==> config.mk <==
export PLATFORM = sky130hd
export DESIGN_NAME = interval_sched
export DESIGN_NICKNAME = d
export VERILOG_FILES = /design/src/rtl/ivs_pkg.sv /design/src/rtl/ivs_tick_counter.sv /design/src/rtl/ivs_cfg_bank.sv /design/src/rtl/ivs_channel.sv /design/src/rtl/interval_sched.sv
export SDC_FILE = /design/constraint.sdc
export NUM_CORES = 1
export LEC_CHECK = 0
export CAP_MARGIN = 20
export CORE_ASPECT_RATIO = 1.4
export CORE_MARGIN = 2
export CORE_UTILIZATION = 60
export CTS_BUF_LIST = sky130_fd_sc_hd__clkbuf_4 sky130_fd_sc_hd__clkbuf_8
export CTS_CLUSTER_DIAMETER = 30
export DETAILED_ROUTE_END_ITERATION = 16
export DONT_BUFFER_PORTS = 1
export PLACE_DENSITY = 0.78
export RECOVER_POWER = 100
export SYNTH_ARGS = -nofsm -noshare
export SYNTH_HDL_FRONTEND = slang
export SYNTH_SLANG_ARGS = --single-unit
==> constraint.sdc <==
create_clock -name clk -period 6.99 [get_ports clk]
set_input_delay 1.398 -clock clk [delete_from_list [all_inputs] [get_ports clk]]
set_output_delay 1.398 -clock clk [all_outputs]
set_load 0.02 [all_outputs]
==> src/rtl/ivs_pkg.sv <==
// Shared definitions for the interval scheduler: field codes of the write port.
package ivs_pkg;
    typedef enum logic [1:0] {
        FLD_LEAD = 2'd0,
        FLD_HIGH = 2'd1,
        FLD_LOW  = 2'd2,
        FLD_NONE = 2'd3
    } fld_e;
endpackage

==> src/rtl/ivs_tick_counter.sv <==
// Shared free-running counter. Assumes nothing ever clears it except reset;
// it wraps naturally at 2^CNT_W.
module ivs_tick_counter #(
    parameter int CNT_W = 16
) (
    input  logic             clk,
    input  logic             rst_n,
    output logic [CNT_W-1:0] tick
);
    // Advance by one every clock.
    always_ff @(posedge clk) begin
        if (!rst_n) tick <= '0;
        else        tick <= tick + CNT_W'(1);
    end
endmodule

==> src/rtl/ivs_cfg_bank.sv <==
// Per-channel configuration registers (lead-in, high length, low length).
// Assumes a write to a nonexistent channel or with the spare field code is
// simply dropped. Values are stored raw; zero is handled by the channels.
module ivs_cfg_bank
    import ivs_pkg::*;
#(
    parameter int N_CH  = 4,
    parameter int CNT_W = 16,
    localparam int CH_W = (N_CH > 1) ? $clog2(N_CH) : 1
) (
    input  logic                       clk,
    input  logic                       rst_n,
    input  logic                       wr_en,
    input  logic [CH_W-1:0]            wr_chan,
    input  logic [1:0]                 wr_field,
    input  logic [CNT_W-1:0]           wr_data,
    output logic [N_CH-1:0][CNT_W-1:0] lead_o,
    output logic [N_CH-1:0][CNT_W-1:0] high_o,
    output logic [N_CH-1:0][CNT_W-1:0] low_o
);
    localparam logic [CNT_W-1:0] ONE = CNT_W'(1);

    fld_e fld;
    assign fld = fld_e'(wr_field);

    for (genvar c = 0; c < N_CH; c++) begin : g_reg
        logic [CNT_W-1:0] lead_r, high_r, low_r;
        logic             hit;

        assign hit = wr_en && (wr_chan == CH_W'(c));

        // Load the addressed field of this channel.
        always_ff @(posedge clk) begin
            if (!rst_n) begin
                lead_r <= ONE;
                high_r <= ONE;
                low_r  <= ONE;
            end else if (hit) begin
                case (fld)
                    FLD_LEAD: lead_r <= wr_data;
                    FLD_HIGH: high_r <= wr_data;
                    FLD_LOW:  low_r  <= wr_data;
                    default:  ;
                endcase
            end
        end

        assign lead_o[c] = lead_r;
        assign high_o[c] = high_r;
        assign low_o[c]  = low_r;
    end
endmodule

==> src/rtl/ivs_channel.sv <==
// One compare channel. On start it arms its compare point lead-in ticks ahead
// and drives its wave low. On each match it inverts the wave, flags an event
// and adds the next interval (high, then low, alternately) to the compare
// value, modulo 2^CNT_W. Assumes lengths are read at the match edge itself.
module ivs_channel #(
    parameter int CNT_W = 16
) (
    input  logic             clk,
    input  logic             rst_n,
    input  logic             start,
    input  logic [CNT_W-1:0] tick,
    input  logic [CNT_W-1:0] lead_len,
    input  logic [CNT_W-1:0] high_len,
    input  logic [CNT_W-1:0] low_len,
    output logic             wave,
    output logic             evt
);
    // A zero length would mean a full revolution; treat it as one tick.
    function automatic logic [CNT_W-1:0] at_least_one(input logic [CNT_W-1:0] v);
        return (v == '0) ? CNT_W'(1) : v;
    endfunction

    logic             running;
    logic             add_high;
    logic [CNT_W-1:0] cmp;
    logic             match;
    logic [CNT_W-1:0] step;

    assign match = running && (tick == cmp);
    assign step  = add_high ? at_least_one(high_len) : at_least_one(low_len);

    // Arm on start, re-arm and toggle on match; start wins.
    always_ff @(posedge clk) begin
        if (!rst_n) begin
            running  <= 1'b0;
            add_high <= 1'b1;
            cmp      <= '0;
            wave     <= 1'b0;
            evt      <= 1'b0;
        end else begin
            evt <= 1'b0;
            if (start) begin
                running  <= 1'b1;
                add_high <= 1'b1;
                cmp      <= tick + at_least_one(lead_len);
                wave     <= 1'b0;
            end else if (match) begin
                wave     <= ~wave;
                evt      <= 1'b1;
                cmp      <= cmp + step;
                add_high <= ~add_high;
            end
        end
    end
endmodule

==> src/rtl/interval_sched.sv <==
// Top of the phased interval scheduler: one shared counter, a configuration
// bank and N_CH compare channels. Assumes the start strobe is synchronous.
module interval_sched #(
    parameter int N_CH  = 4,
    parameter int CNT_W = 16,
    localparam int CH_W = (N_CH > 1) ? $clog2(N_CH) : 1
) (
    input  logic             clk,
    input  logic             rst_n,
    input  logic             start,
    input  logic             wr_en,
    input  logic [CH_W-1:0]  wr_chan,
    input  logic [1:0]       wr_field,
    input  logic [CNT_W-1:0] wr_data,
    output logic [CNT_W-1:0] tick_o,
    output logic [N_CH-1:0]  wave_o,
    output logic [N_CH-1:0]  evt_o
);
    logic [N_CH-1:0][CNT_W-1:0] lead_v, high_v, low_v;

    ivs_tick_counter #(.CNT_W(CNT_W)) u_cnt (
        .clk   (clk),
        .rst_n (rst_n),
        .tick  (tick_o)
    );

    ivs_cfg_bank #(.N_CH(N_CH), .CNT_W(CNT_W)) u_cfg (
        .clk      (clk),
        .rst_n    (rst_n),
        .wr_en    (wr_en),
        .wr_chan  (wr_chan),
        .wr_field (wr_field),
        .wr_data  (wr_data),
        .lead_o   (lead_v),
        .high_o   (high_v),
        .low_o    (low_v)
    );

    for (genvar c = 0; c < N_CH; c++) begin : g_ch
        ivs_channel #(.CNT_W(CNT_W)) u_ch (
            .clk      (clk),
            .rst_n    (rst_n),
            .start    (start),
            .tick     (tick_o),
            .lead_len (lead_v[c]),
            .high_len (high_v[c]),
            .low_len  (low_v[c]),
            .wave     (wave_o[c]),
            .evt      (evt_o[c])
        );
    end
endmodule

# Word level (Yosys, flattened, before mapping)
# Index checks and enable logic that the tools add are counted.
# classes
n_mux	28
add_sub_neg	9
bitwise	9
n_reduce_logical	39
n_eq_ne	9
# op_table
op	n
16-bit two-way mux	24
16-bit zero test	12
16-bit adder	8
16-bit equality test	4
2-bit AND reduction	12
16-bit by 1-bit adder with 16-bit output, second input constant	1
1-bit NOT	9
1-bit logical AND	8
2-bit nonzero test	4
2-bit equality test, second input constant	3
2-bit by 1-bit equality test with 1-bit output, second input constant	2
2-bit zero test	2
1-bit two-way mux	4
2-bit OR reduction	1
# word_totals
reg_bits	285
word_cells	124
out_inout_bits	24
input_bits	24

# Logic depth before layout (Yosys ltp)
# Gate-level depths: netlist of the first run.
# depth
ltp_word	6
depth_mapped	14
ltp_nobuf	14

# Hierarchy
# Synthesis of the first run repeated with hierarchy kept, for this count alone.
# hier_totals
hier_cells	2141
hier_area_um2	18620.4
# modules_own_cells
module	area_per_inst_um2	n_inst	seq_area_each_um2	cells_per_inst
ivs_cfg_bank	7073.0	1	3843.7	671
ivs_channel (g_ch[2].u_ch ...)	2705.1	2	400.4	350
ivs_channel (g_ch[0].u_ch)	2736.4	1	400.4	338
ivs_channel (g_ch[1].u_ch)	2676.3	1	400.4	349
ivs_tick_counter	724.4	1	320.3	83

# Worst setup path before layout of the first run
# Ideal clock, no wire load.
# synth_path
path_type	register -> register
startpoint	register g_ch[1].u_ch.add_high
endpoint	register g_ch[1].u_ch.cmp[14]
path_stages_with_launch	14
arrival_ns	3.282
path_buffers	1
required_ns	6.864
synth_period_minus_slack_ns	3.408
setup_slack_ns	3.582
path_cell_list	dfxtp_1 > clkbuf_1 > a41oi_1 > a32oi_1 > ha_1 > fa_1 > a21o_1 > a21oi_1 > o211ai_1 > a221oi_1 > a211oi_1 > or3_1 > a31oi_1 > o21ai_0
# synth_between
elab_chain_len	4
# synth_lines
element	line_no	rtl
from (decl)	ivs_channel.sv:24	logic add_high;
from (signal assigned)	ivs_channel.sv:51	add_high <= ~add_high;
16-bit two-way mux	ivs_channel.sv:30	assign step = add_high ? at_least_one(high_len) : at_least_one(low_len);
16-bit adder	ivs_channel.sv:50	cmp <= cmp + step;
16-bit two-way mux	ivs_channel.sv:47	end else if (match) begin
16-bit two-way mux	ivs_channel.sv:42	if (start) begin
to (signal assigned)	ivs_channel.sv:45	cmp <= tick + at_least_one(lead_len);
to (signal assigned)	ivs_channel.sv:50	
to (decl)	ivs_channel.sv:25	logic [CNT_W-1:0] cmp;
# Every way passes these cells. The select of a mux whose other input is x is not followed.
# A chain may end at the register's enable or synchronous reset.

==> results of run 1 <==
[cells by family (layout without fill, tap and decap cells)]
family	Yosys count	count (layout)	share of synthesized area, %
muxes	59	59	3.58
adders and majority gates	137	137	9.91
buffers and inverters	217	161	5.37
AOI/OAI and AO/OA	575	575	20.1
DFF	285	285	31.9
and+or+nand+nor	845	845	20.8
xor gates and xnor gates	172	172	8.41
[layout by cell type, fill, tap and decap left out, types with 9 or more instances in the layout]
master,n
nor4_1,47
nand4_1,20
clkbuf_8,60
nor3_1,48
buf_4,10
a21o_1,39
nand2b_1,11
nor2_1,133
mux2i_1,19
clkinv_2,11
o21bai_1,12
a22o_1,18
a211oi_1,56
clkbuf_1,23
or2_2,9
o21ai_0,66
inv_1,24
mux2_2,40
a31oi_1,10
clkinvlp_4,10
nand3_1,43
nand2_1,468
dfxtp_1,285
a41oi_1,10
or3_1,14
and3_1,19
a21oi_1,274
xnor2_1,86
xor2_1,86
o211ai_1,16
ha_1,129
[layout make-up]
cell class / count / area share (%)
Clock inverter: 36 / 1.97
Tap cell: 380 / 2.51
Clock buffer: 66 / 4.60
Sequential cell: 285 / 30.1
Inverter: 25 / 0.522
Multi-Input combinational cell: 1788 / 59.3
Timing Repair Buffer: 34 / 0.932
[cells in the mapped netlist (19+ instances only)]
cell type	instances	share of area [%]
o21ai_0	65	1.8
nor2_1	133	2.8
nor4_1	47	1.6
nand2_1	468	9.8
xor2_1	86	4.2
nand4_1	20	0.70
a21oi_1	274	7.7
xnor2_1	86	4.2
clkbuf_1	151	3.2
and3_1	19	0.66
mux2i_1	19	1.1
a211oi_1	55	2.3
inv_1	25	0.52
a21o_1	39	1.6
dfxtp_1	285	32
nor3_1	48	1.3
mux2_2	40	2.5
nand3_1	43	1.2
ha_1	129	9.0
[power by group through the flow]
stage	registers (mW)	logic, mW	clock network, mW
final	1.71	0.288	1.86
after global routing	1.71	0.318	1.95
after CTS	1.71	0.286	1.88
after detailed placement	1.74	0.284	0
after global placement	1.74	0.277	0
after floorplan	1.72	0.249	0
[flip-flops by register name, summed over array words and instances (netlist names)]
signal / count
g_ch.u_ch.cmp: 64
u_cfg.g.high_r: 64
u_cfg.g.lead_r: 64
u_cfg.g.low_r: 64
u_cnt.tick: 16
g_ch.u_ch.add_high: 4
g_ch.u_ch.evt: 4
g_ch.u_ch.wave: 4
g_ch.u_ch.running: 1
[metrics by stage]
step	setup WS (ns)	instance area [µm²]	power, mW	hold WS (ns)
floorplan	3.58	17900	1.97	0.441
detailed placement	3.14	17700	2.03	0.454
global placement	3.22	17700	2.02	0.453
global route	1.84	18900	3.98	0.487
finish	2.09	18900	3.86	0.472
CTS	3.13	19000	3.87	0.473
[path summary, 6_finish.rpt]
kind                            startpoint                  endpoint  slack, ns  cells past startpoint
setup reg to reg             u_cnt.tick[1]      g_ch[3].u_ch.cmp[15]       2.58                      9
hold / removal    u_cfg.g_reg[3].low_r[12]  u_cfg.g_reg[3].low_r[12]       0.47                      2
hold reg to reg   u_cfg.g_reg[3].low_r[12]  u_cfg.g_reg[3].low_r[12]       0.47                      2
setup / recovery                     rst_n      g_ch[0].u_ch.cmp[15]       2.09                      4
[worst max-delay path: cells and delay by family]
family	cells	cell delay [ns]
and+or+nand+nor	1	0.33
buffers and inverters	2	3.49
AOI/OAI and AO/OA	1	0.13
[routing by layer]
metal  vias to the layer above  share of wire, %  GRT usage [%]
li1                       7826                 -              -
met1                      7561                37           39.3
met2                       690                47           57.7
met3                       284               7.9           7.15
met4                         0               8.4           23.6
met5                         -                 0              0
==> flow_metrics.py, run 1 <==
metrics = {
    "detailed_routing": {
        "routedWlPerCell_um": 20.9,
        "firstDrtPassIters": 5,
        "drtAntennaViolNets": 0,
        "vias": 16361,
        "via_per_inst": 6.26,
        "drc": 0,
        "drt_iter0_markers": 1180,
        "routed_wl_um": 54700,
    },
    "timing": {
        "finalHoldViolations": 0,
        "fmax_mhz": 204,
        "rsz0062_at_grt": "no",
        "fin_tns_setup_ns": 0,
        "relSlewSlack_pct": -185,
        "tightest_slew_ns": 4.28,
        "fin_crit_ns": 4.90,
        "final-max-slew-violation-count": 172,
        "post-route-period-util_pct": 70.1,
        "skew_ns": 0.0271,
        "finalSetupViolations": 0,
    },
    "pwr": {
        "swShare_pct": 27.1,
        "clkPwrFrac_pct": 48.3,
        "pwr-share-seq_pct": 44.3,
        "p_comb_share_pct": 7.5,
        "vdd_drop_max_mv": 0.143,
        "p_switching_mw": 1.04,
        "power.leakage_nw": 7.74,
        "p_int_mw": 2.81,
        "power.density_nw_per_um2": 204,
    },
    "floorplanning": {
        "dieWidth_um": 150,
        "num_rows": 74,
        "core_um2": 29300,
        "fp.dieArea_um2": 31300,
        "start_util_pct": 61.2,
        "io_pins": 48,
        "die_h_um": 208,
    },
    "final_layout": {
        "post-route-util_pct": 64.7,
        "drive_above_1_share_pct": 7.83,
        "nFillCells": 2552,
        "multi_input_area_um2": 11200,
        "final-seq-area_um2": 5710,
        "area_growth_pct": 5.70,
        "fin_nets": 2350,
        "layoutNonFillerInstCount": 2614,
        "diodes": 0,
    },
    "worst_hold_path": {
        "hold_class": "reg2reg",
    },
    "worst_setup_path": {
        "crit_required_ns": 7.47,
        "critPathMaxStageDelay_ns": 3.05,
        "path_class": "in2reg",
        "crit_path_cell_trace": "inv_6, clkbuf_1, or3_1, o221ai_1",
        "crit_fanout": 93,
        "slowest_stage": "clkbuf_1",
        "crit_path_end_kind": "flop",
        "cp.arrival_ns": 5.38,
        "critPathLaunchType": "input port",
    },
    "grt": {
        "grt_antenna_before_repair": 0,
        "grt_pass1_wl_um": 84700,
        "grt_pass1_vias": 15826,
        "track_usage_pct": 34.6,
        "grt_max_degree": 94,
        "grt_overflow": 0,
    },
    "placement": {
        "dp.cells": 2503,
        "place.gp.congestion": 0.936,
        "dpl.hpwl_um": 37400,
        "portBuffers": 0,
    },
    "run_status": {
        "status": "finished, violations left",
        "violations": "max-capacitance violations, max-slew violations",
    },
    "clocking": {
        "cts-buffers-inserted": 55,
        "clock-sinks": 285,
        "path_clk_slew_ns": 0.06,
        "ctsHoldBuffers": 0,
        "clock_latency_ns": 0.64,
        "cts_tree": "done",
        "cts_buffer_depth": 3,
        "cts_setup_buffers": 0,
        "ctsResizeCount": 0,
        "htree_levels": 2,
        "root_buffer": "clkbuf_8",
    },
    "synthesis": {
        "synth-seq-cells": 285,
        "ys_warn_count": 0,
        "synthCells": 2290,
        "synth_edf_count": 0,
        "synth_cell_types": 75,
        "synth_nets": 2451,
        "netlist_area_um2": 17900,
        "postSynthAreaPerCell_um2": 7.82,
        "synthArstFlopShare_pct": 0,
        "synthFlopType": "dfxtp_1",
        "seq_area_frac_synth_pct": 31.9,
    },
    "flow_run": {
        "maxCapViolCount": 3,
    },
}
Power figures use the tool's default switching activity.
==> inputs of run 2 (changes only) <==
--- a/config.mk
+++ b/config.mk
@@ -13,7 +13,7 @@
 export CTS_CLUSTER_DIAMETER = 30
 export DETAILED_ROUTE_END_ITERATION = 16
 export DONT_BUFFER_PORTS = 1
-export PLACE_DENSITY = 0.78
+export PLACE_DENSITY = 0.81
 export RECOVER_POWER = 100
 export SYNTH_ARGS = -nofsm -noshare
 export SYNTH_HDL_FRONTEND = slang
==> constraint.sdc (replaced) <==
create_clock -name clk -period 4.4 [get_ports clk]
set_input_delay 0.88 -clock clk [delete_from_list [all_inputs] [get_ports clk]]
set_output_delay 0.88 -clock clk [all_outputs]
set_load 0.02 [all_outputs]
==> run 2 against run 1 <==
The flow still finishes with violations (max-capacitance violations, max-slew violations). Total power grew 61%. Critical path depth grew 9. Hold slack got worse by 0.15 ns. Register-to-register slack got worse by 2.1 ns. Clock-buffer cell count grew 7. Critical path type is now reg2reg. Largest power group unchanged.
==> flow_metrics.py, run 2 (same netlist as run 1, synthesis figures left out) <==
metrics = {
    "clocking": {
        "root_buffer": "clkbuf_8",
        "htree_levels": 2,
        "cts_tree": "done",
        "cts_setup_buffers": 0,
        "ctsHoldBuffers": 0,
        "ctsResizeCount": 0,
        "cts_buffer_depth": 3,
        "path_clk_slew_ns": 0.07,
        "clock-sinks": 285,
        "clock_latency_ns": 0.63,
        "cts-buffers-inserted": 53,
    },
    "worst_setup_path": {
        "r2r_cells": 13,
        "rrSetupSlack_ns": 0.51,
        "crit_fanout": 5,
        "critPathLaunch": "u_cfg.g_reg[2].low_r[8]",
        "r2r-start": "u_cfg.g_reg[2].low_r[8]",
        "path_class": "reg2reg",
        "crit_path_end_kind": "flop",
        "cp.arrival_ns": 4.45,
        "crit_end": "g_ch[2].u_ch.cmp[15]",
        "critPathLaunchType": "flop",
        "r2r_end": "g_ch[2].u_ch.cmp[15]",
        "crit_required_ns": 4.96,
    },
    "run_status": {
        "status": "finished, violations left",
        "violations": "max-capacitance violations, max-slew violations",
    },
    "grt": {
        "grt_overflow": 0,
        "grt_pass1_vias": 16061,
        "grt_antenna_before_repair": 0,
        "grt_max_degree": 195,
        "grt_pass1_wl_um": 84700,
        "track_usage_pct": 34.4,
    },
    "floorplanning": {
        "start_util_pct": 61.2,
        "dieWidth_um": 150,
        "num_rows": 74,
        "die_h_um": 208,
        "core_um2": 29300,
        "io_pins": 48,
        "fp.dieArea_um2": 31300,
    },
    "final_layout": {
        "drive_above_1_share_pct": 7.80,
        "diodes": 0,
        "fin_nets": 2349,
        "layoutNonFillerInstCount": 2610,
        "area_growth_pct": 5.92,
        "final-seq-area_um2": 5710,
        "mostFrequentLayoutCell": "nand2_1",
        "post-route-util_pct": 64.8,
        "postLayoutCellArea_um2": 19000,
        "multi_input_area_um2": 11200,
        "final_cell_mix": "nand2_1, dfxtp_1, a21oi_1",
        "nFillCells": 2535,
    },
    "placement": {
        "place_ws_ns": 0.642,
        "place.gp.congestion": 0.906,
        "dp.cells": 2510,
        "portBuffers": 0,
        "placed_cell_area_um2": 17800,
        "dpl.hpwl_um": 37100,
    },
    "detailed_routing": {
        "routedWlPerCell_um": 20.7,
        "drtAntennaViolNets": 0,
        "drc": 0,
        "firstDrtPassIters": 8,
        "vias": 16608,
        "routed_wl_um": 54000,
        "via_per_inst": 6.36,
        "drt_iter0_markers": 1300,
    },
    "timing": {
        "setup_slack_ns": 0.507,
        "fin_tns_setup_ns": 0,
        "post-route-period-util_pct": 88.5,
        "finalHoldViolations": 0,
        "finalSetupViolations": 0,
        "whs_ns": 0.326,
        "final-max-slew-violation-count": 195,
        "fmax_mhz": 257,
        "skew_ns": 0.0215,
        "tightest_slew_ns": 3.60,
        "rsz0062_at_grt": "no",
        "fin_crit_ns": 3.89,
        "relSlewSlack_pct": -140,
    },
    "pwr": {
        "vdd_drop_max_mv": 0.246,
        "power.leakage_nw": 7.78,
        "power.density_nw_per_um2": 328,
        "finalPower_mw": 6.22,
    },
    "worst_hold_path": {
        "hold_class": "in2reg",
    },
    "flow_run": {
        "maxCapViolCount": 1,
    },
}
[run 2: cell count changes in the layout (fill, tap and decap cells not counted), moves of 2 or more]
cell	before	now
clkbuf_8	60	63
clkinv_2	11	6
clkinvlp_4	10	3
clkbuf_4	6	11
inv_8	2	0
bufinv_16	5	7
[run 2: layout make-up]
| class | instances | area share, % |
|---|---|---|
| multi-input cells | 1788 | 59.2 |
| flip-flops and latches | 285 | 30.1 |
| clock buffers | 73 | 4.93 |
| well taps | 380 | 2.51 |
| clock inverters | 24 | 1.75 |
| repair buffers | 35 | 0.957 |
| inverters | 25 | 0.521 |
[run 2: worst min path at each step]
stage / from / to / slack, ns / cells after the start
after floorplan: u_cfg.g_reg[2].low_r[11] / u_cfg.g_reg[2].low_r[11] / 0.44 / 2
after global placement: u_cfg.g_reg[3].low_r[9] / u_cfg.g_reg[3].low_r[9] / 0.45 / 2
after detailed placement: u_cfg.g_reg[2].low_r[9] / u_cfg.g_reg[2].low_r[9] / 0.46 / 2
after CTS: rst_n / u_cfg.g_reg[2].high_r[0] / 0.31 / 1
after global routing: rst_n / u_cfg.g_reg[0].lead_r[0] / 0.33 / 1
final: rst_n / u_cfg.g_reg[2].high_r[0] / 0.33 / 1
[run 2: metal layers]
| metal | track usage [%] | routed length [µm] | up-vias |
|---|---|---|---|
| met4 | 25.5 | 4740 | 0 |
| met2 | 55.6 | 24700 | 751 |
| met1 | 40.2 | 19800 | 7733 |
| met5 | 0 | 0 | - |
| li1 | - | - | 7842 |
| met3 | 6.23 | 4740 | 282 |
[run 2: critical path: stages, from the launching register on]
cell	delay, ns
dfxtp_1	0.32
or4_1	0.52
nor4_1	0.37
a311oi_1	0.16
a21oi_1	0.20
ha_1	0.26
a211oi_2	0.11
o21ai_2	0.23
a2111oi_4	0.11
o31ai_2	0.47
a211oi_1	0.17
or4_1	0.51
a31oi_1	0.16
a21boi_2	0.21
[run 2: where the power goes]
group          leakage [nW]  internal, mW  switching [mW]
combinational          4.82         0.180           0.271
clock                 0.655          1.81            1.24
sequential             2.31          2.64          0.0802
total                  7.78          4.63            1.59
